[src/rtl/io_dec_pkg.sv]
package io_dec_pkg;

   // Switch setting used when the board is shipped.
   localparam logic [9:0] BASE_DEFAULT = 10'h300;

   // Each controller spans four register locations.
   localparam int unsigned OFS_W = 2;

   // Number of low address bits left out of the base compare.
   function automatic int unsigned align_bits(input int unsigned n_ctrl);
      return OFS_W + $clog2(n_ctrl);
   endfunction

endpackage

[src/rtl/io_dec_match.sv]
module io_dec_match #(
   parameter int unsigned ADDR_W = 10,
   parameter int unsigned ALIGN  = 3
) (
   input  logic [ADDR_W-1:0] addr,
   input  logic [ADDR_W-1:0] sw,
   input  logic              strobe,
   output logic              hit
);
   // Only the bits at or above the boundary take part in the compare.
   localparam logic [ADDR_W-1:0] CMP_MASK = ~((ADDR_W'(1) << ALIGN) - ADDR_W'(1));

   logic [ADDR_W-1:0] diff;

   always_comb begin
      diff = (addr ^ sw) & CMP_MASK;
      hit  = strobe & ~(|diff);
   end
endmodule

[src/rtl/io_dec_sel.sv]
module io_dec_sel #(
   parameter int unsigned N_CTRL = 2,
   parameter int unsigned ALIGN  = 3
) (
   input  logic [ALIGN-1:0]  low_addr,
   input  logic              hit,
   output logic [N_CTRL-1:0] sel,
   output logic [1:0]        ofs
);
   assign ofs = hit ? low_addr[1:0] : 2'b00;

   generate
      if (N_CTRL == 1) begin : g_single
         assign sel = hit;
      end else begin : g_multi
         localparam int unsigned IW = ALIGN - 2;
         logic [IW-1:0] idx;
         assign idx = low_addr[ALIGN-1:2];
         for (genvar i = 0; i < N_CTRL; i++) begin : g_line
            assign sel[i] = hit && (idx == IW'(i));
         end
      end
   endgenerate
endmodule

[src/rtl/io_dec_wait.sv]
module io_dec_wait #(
   parameter int unsigned WAIT_CYC = 2
) (
   input  logic clk,
   input  logic rst_n,
   input  logic hit,
   input  logic en,
   output logic req
);
   generate
      if (WAIT_CYC == 0) begin : g_none
         logic unused_ok;
         assign unused_ok = clk ^ rst_n ^ hit ^ en;
         assign req = 1'b0;
      end else begin : g_count
         localparam int unsigned CW = $clog2(WAIT_CYC + 1);
         localparam logic [CW-1:0] LIMIT = CW'(WAIT_CYC);
         logic [CW-1:0] cnt;

         // Counts clock edges seen inside the current hit run, saturating.
         always_ff @(posedge clk or negedge rst_n) begin
            if (!rst_n) begin
               cnt <= '0;
            end else if (!hit) begin
               cnt <= '0;
            end else if (cnt != LIMIT) begin
               cnt <= cnt + CW'(1);
            end
         end

         assign req = en & hit & (cnt < LIMIT);
      end
   endgenerate
endmodule

[src/rtl/io_addr_decoder.sv]
module io_addr_decoder
   import io_dec_pkg::*;
#(
   parameter int unsigned ADDR_W   = 10,
   parameter int unsigned N_CTRL   = 2,
   parameter int unsigned WAIT_CYC = 2
) (
   input  logic              clk,
   input  logic              rst_n,
   input  logic [ADDR_W-1:0] io_addr,
   input  logic              io_rd,
   input  logic              io_wr,
   input  logic [ADDR_W-1:0] sw_base,
   input  logic              wait_en,
   output logic [N_CTRL-1:0] ctrl_sel,
   output logic [1:0]        reg_ofs,
   output logic              board_hit,
   output logic              wait_req
);
   localparam int unsigned ALIGN = align_bits(N_CTRL);

   generate
      if (!(N_CTRL == 1 || N_CTRL == 2 || N_CTRL == 4 || N_CTRL == 8)) begin : g_bad_n
         $error("io_addr_decoder: N_CTRL must be 1, 2, 4 or 8");
      end
      if (ADDR_W <= ALIGN) begin : g_bad_w
         $error("io_addr_decoder: ADDR_W too small for the controller window");
      end
      if (WAIT_CYC > 15) begin : g_bad_wait
         $error("io_addr_decoder: WAIT_CYC above 15 is not supported");
      end
   endgenerate

   logic hit;

   io_dec_match #(.ADDR_W(ADDR_W), .ALIGN(ALIGN)) u_match (
      .addr   (io_addr),
      .sw     (sw_base),
      .strobe (io_rd | io_wr),
      .hit    (hit)
   );

   io_dec_sel #(.N_CTRL(N_CTRL), .ALIGN(ALIGN)) u_sel (
      .low_addr (io_addr[ALIGN-1:0]),
      .hit      (hit),
      .sel      (ctrl_sel),
      .ofs      (reg_ofs)
   );

   io_dec_wait #(.WAIT_CYC(WAIT_CYC)) u_wait (
      .clk   (clk),
      .rst_n (rst_n),
      .hit   (hit),
      .en    (wait_en),
      .req   (wait_req)
   );

   assign board_hit = hit;
endmodule

[config.mk]
export PLATFORM = sky130hd
export DESIGN_NAME = io_addr_decoder
export DESIGN_NICKNAME = d
export VERILOG_FILES = /design/src/rtl/io_dec_pkg.sv /design/src/rtl/io_dec_match.sv /design/src/rtl/io_dec_sel.sv /design/src/rtl/io_dec_wait.sv /design/src/rtl/io_addr_decoder.sv
export SDC_FILE = /design/constraint.sdc
export NUM_CORES = 1
export LEC_CHECK = 0
export BUFFER_PORTS_ARGS = -buffer_cell sky130_fd_sc_hd__buf_2
export CAP_MARGIN = 30
export CORE_AREA = 3 3 40 42
export DETAILED_ROUTE_END_ITERATION = 16
export DIE_AREA = 0 0 43 45
export SYNTH_ARGS = -nofsm -noshare
export SYNTH_HDL_FRONTEND = slang
export SYNTH_HIERARCHICAL = 1
export SYNTH_SLANG_ARGS = --single-unit
[constraint.sdc]
create_clock -name clk -period 1 [get_ports clk]
set_input_delay 0 -clock clk [delete_from_list [all_inputs] [get_ports clk]]
set_output_delay 0 -clock clk [all_outputs]
set_load 0.01 [all_outputs]
==> results.sh <==
export IMPL_status="complete, but fails checks"
export IMPL_violations="setup timing"
export IMPL_drt_iter0_drc=0
export IMPL_fillers=143
export IMPL_ant_nets=0
export IMPL_holdWs_ns=0.09864
export IMPL_yosys_top_cells_count="xnor2_1, and2_1"
export IMPL_grtUsageMet1_pct=7.246
export IMPL_synth_area_sq_um=222.7
export IMPL_fp_row_count=13
export IMPL_synth_edf_count=0
export IMPL_gp_congestion=0.6507
export IMPL_fin_crit_sh_pct=103.1
export IMPL_core_sq_mm=0.001285
export IMPL_path_cells="inv_2, ha_4, or2_1, a21boi_2"
export IMPL_pre_cts_ws_ns=-0.06247
export IMPL_grt_pass1_vias=253
export IMPL_cpPeakStageDelay_ns=0.38
export IMPL_drc=0
export IMPL_synthFlopType="dfrtp_1"
export IMPL_crit_start="u_wait/g_count.cnt[0]"
export IMPL_vias_per_cell=3.684
export IMPL_grt_met2_usage_pct=8.383
export IMPL_synth_nets=52
export IMPL_io_pins=31
export IMPL_cp_max_fo=2
export IMPL_crit_type="flop to flop"
export IMPL_insertion_delay_ns=0.22
export IMPL_setup_tns_final_ns=-0.03073
export IMPL_clock_sinks=2
export IMPL_synth_top_area_cell="xnor2_1"
export IMPL_detail_route_wl_per_cell_um=7.605
export IMPL_nNetsFinal=89
export IMPL_max_freq_mhz=970.2
export IMPL_antenna_found_initial=0
export IMPL_worstSetupEndpoint="u_wait/g_count.cnt[1]"
export IMPL_synth_cells=26
export IMPL_routed_wirelength_um=578
export IMPL_placed_area_sq_um=399.1
export IMPL_async_reset_ff_share_pct=100.0
export IMPL_vias=280
export IMPL_hp_class="input pin to asynchronous set/reset pin"
export IMPL_dp_cells=71
export IMPL_worstPathArrival_ns=1.18
export IMPL_reg2reg_slack_ns=-0.03
export IMPL_yosysSeqAreaShare_pct=22.47
export IMPL_drv_slew=0
export IMPL_critical_path_top_delay_family="flip-flops"
export IMPL_final_area_sq_um=462.9
export IMPL_dieArea_sq_mm=0.001935
export IMPL_final_hold_viol_count=0
export IMPL_critPathLaunchType="flop"
export IMPL_cts_made_buffers=3
export IMPL_yosys_warnings=6
export IMPL_grt_busiest_layer="met4"
export IMPL_largest_reg_flops=2
export IMPL_root_buffer="clkbuf_4"
export IMPL_reg_top3="u_wait/g_count.cnt (2)"
export IMPL_grt_usage_pct=7.083
export IMPL_diodes=0
export IMPL_finalSetupViolations=1
export IMPL_dp_hpwl_um=500.1
export IMPL_clk_pin_slew_worst_paths_ns=0.03
export IMPL_clockBufferDepth=2
export IMPL_finalCriticalPeriod_ns=1.031
export IMPL_max_cap_viol_count=0
export IMPL_cp_data_required_time_ns=1.15
export IMPL_tightest_slew_ns=0.1216
export IMPL_powerDensity_mw_per_mm2=739.5
export IMPL_rsz0062_at_grt="yes"
export IMPL_r2r_cells=4
export IMPL_synth_most_common_cell="xnor2_1"
export IMPL_slew_headroom_pct=91.83
export IMPL_die_height_um=45
export IMPL_fin_util_pct=36.03
export IMPL_syn_area_per_cell_sq_um=8.566
export IMPL_cp_buffers_inverters=1
export IMPL_r2r_start="u_wait/g_count.cnt[0]"
export IMPL_final_cells=76
export IMPL_p_leak_nw=0.2376
export IMPL_met3_usage_pct=3.586
export IMPL_top_register="u_wait/g_count.cnt"
export IMPL_synthTopCellsByArea="xnor2_1, dfrtp_1, and2_1, ha_1, nand4_1"
export IMPL_ys_seq_elements=2
export IMPL_gr_total_overflow=0
export IMPL_synth_distinct_cells=12
export IMPL_r2r_end="u_wait/g_count.cnt[1]"
export IMPL_slowest_stage="dfrtp_1"
export IMPL_skew_ns=0.002185
export IMPL_dr_pass1_iters=1
export IMPL_cp_end_kind="flop"
export IMPL_grt_pass1_wl_um=897
export IMPL_initial_utilization_pct=17.33
export IMPL_cts_tree="yes"
export IMPL_fp_dieW_um=43
export IMPL_p_total_mw=0.3423
export IMPL_synth_top_cell_area_share_pct=31.46
export IMPL_io_buffers=27
export IMPL_ir_worst_vdd_v=0.0002584
export IMPL_drive_gt1_share_pct=65.57
export IMPL_grt_max_degree=9
export IMPL_fin_ws_ns=-0.03073
export IMPL_h_tree_depth=1
export IMPL_area_growth_pct=107.9
export IMPL_worst_path_stages=4
==> kinds of logic (layout without fill, tap and decap cells) <==
family          Yosys count  count (layout)  share of synthesized area, %
compound gates            1               1                         5.056
fa+ha+maj                 1               1                         5.617
flops                     2               2                         22.47
xor+xnor                  8               8                         31.46
buf+inv                   1              36                         1.684
simple gates             13              13                         33.71
==> worst min-delay path by stage <==
stage | startpoint | endpoint | slack (ns) | cells past startpoint
floorplan | rst_n | u_wait/g_count.cnt[0] | -0.30 | 0
global placement | rst_n | u_wait/g_count.cnt[0] | -0.21 | 1
detailed placement | rst_n | u_wait/g_count.cnt[0] | -0.21 | 1
CTS | rst_n | u_wait/g_count.cnt[1] | 0.1 | 2
global route | rst_n | u_wait/g_count.cnt[1] | 0.11 | 2
finish | rst_n | u_wait/g_count.cnt[1] | 0.1 | 2
==> what timing repair did <==
item	CTS	global route
setup endpoints to repair	2	2
resized for setup	0	5
hold buffers	1	0
endpoints found under the hold margin	2	0
pin swaps	1	2
setup buffers	0	2
==> layer usage <==
metal	routed length, um	up-vias
met2	286	22
met1	206	103
li1	-	155
met4	0	0
met5	0	-
met3	85	0
==> area by class of cell <==
| type | instances | area [sq um] | area share, % |
|---|---|---|---|
| Inverter | 1 | 3.754 | 0.8108 |
| Clock buffer | 3 | 22.52 | 4.865 |
| Sequential cell | 2 | 50.05 | 10.81 |
| Timing Repair Buffer | 32 | 178.9 | 38.65 |
| Multi-Input combinational cell | 23 | 188.9 | 40.81 |
| Tap cell | 15 | 18.77 | 4.054 |
==> cell usage in the layout (no fill, tap or decap) <==
cell	instances
or2_1	2
xnor2_1	7
clkbuf_4	3
and2_2	1
xnor2_2	1
a21boi_2	1
ha_4	1
buf_4	3
nand4_1	2
buf_6	1
dfrtp_1	2
nand2_1	2
buf_2	27
and2b_2	1
nor2_1	2
dlygate4sd3_1	1
and2_1	3
inv_2	1
==> worst register-to-register path: stages, from the launching register on <==
cell,delay (ns)
dfrtp_1,0.38
inv_2,0.07
ha_4,0.19
or2_1,0.21
a21boi_2,0.11
==> report_power, final <==
| part | leakage [nW] | switching (mW) | total [mW] | internal [mW] |
|---|---|---|---|---|
| combinational | 0.196 | 0.0274 | 0.0840 | 0.0566 |
| sequential | 0.0279 | 0.000246 | 0.0822 | 0.0819 |
| clock | 0.0138 | 0.0439 | 0.176 | 0.132 |
Note: power is estimated with default switching activity, not from simulation.
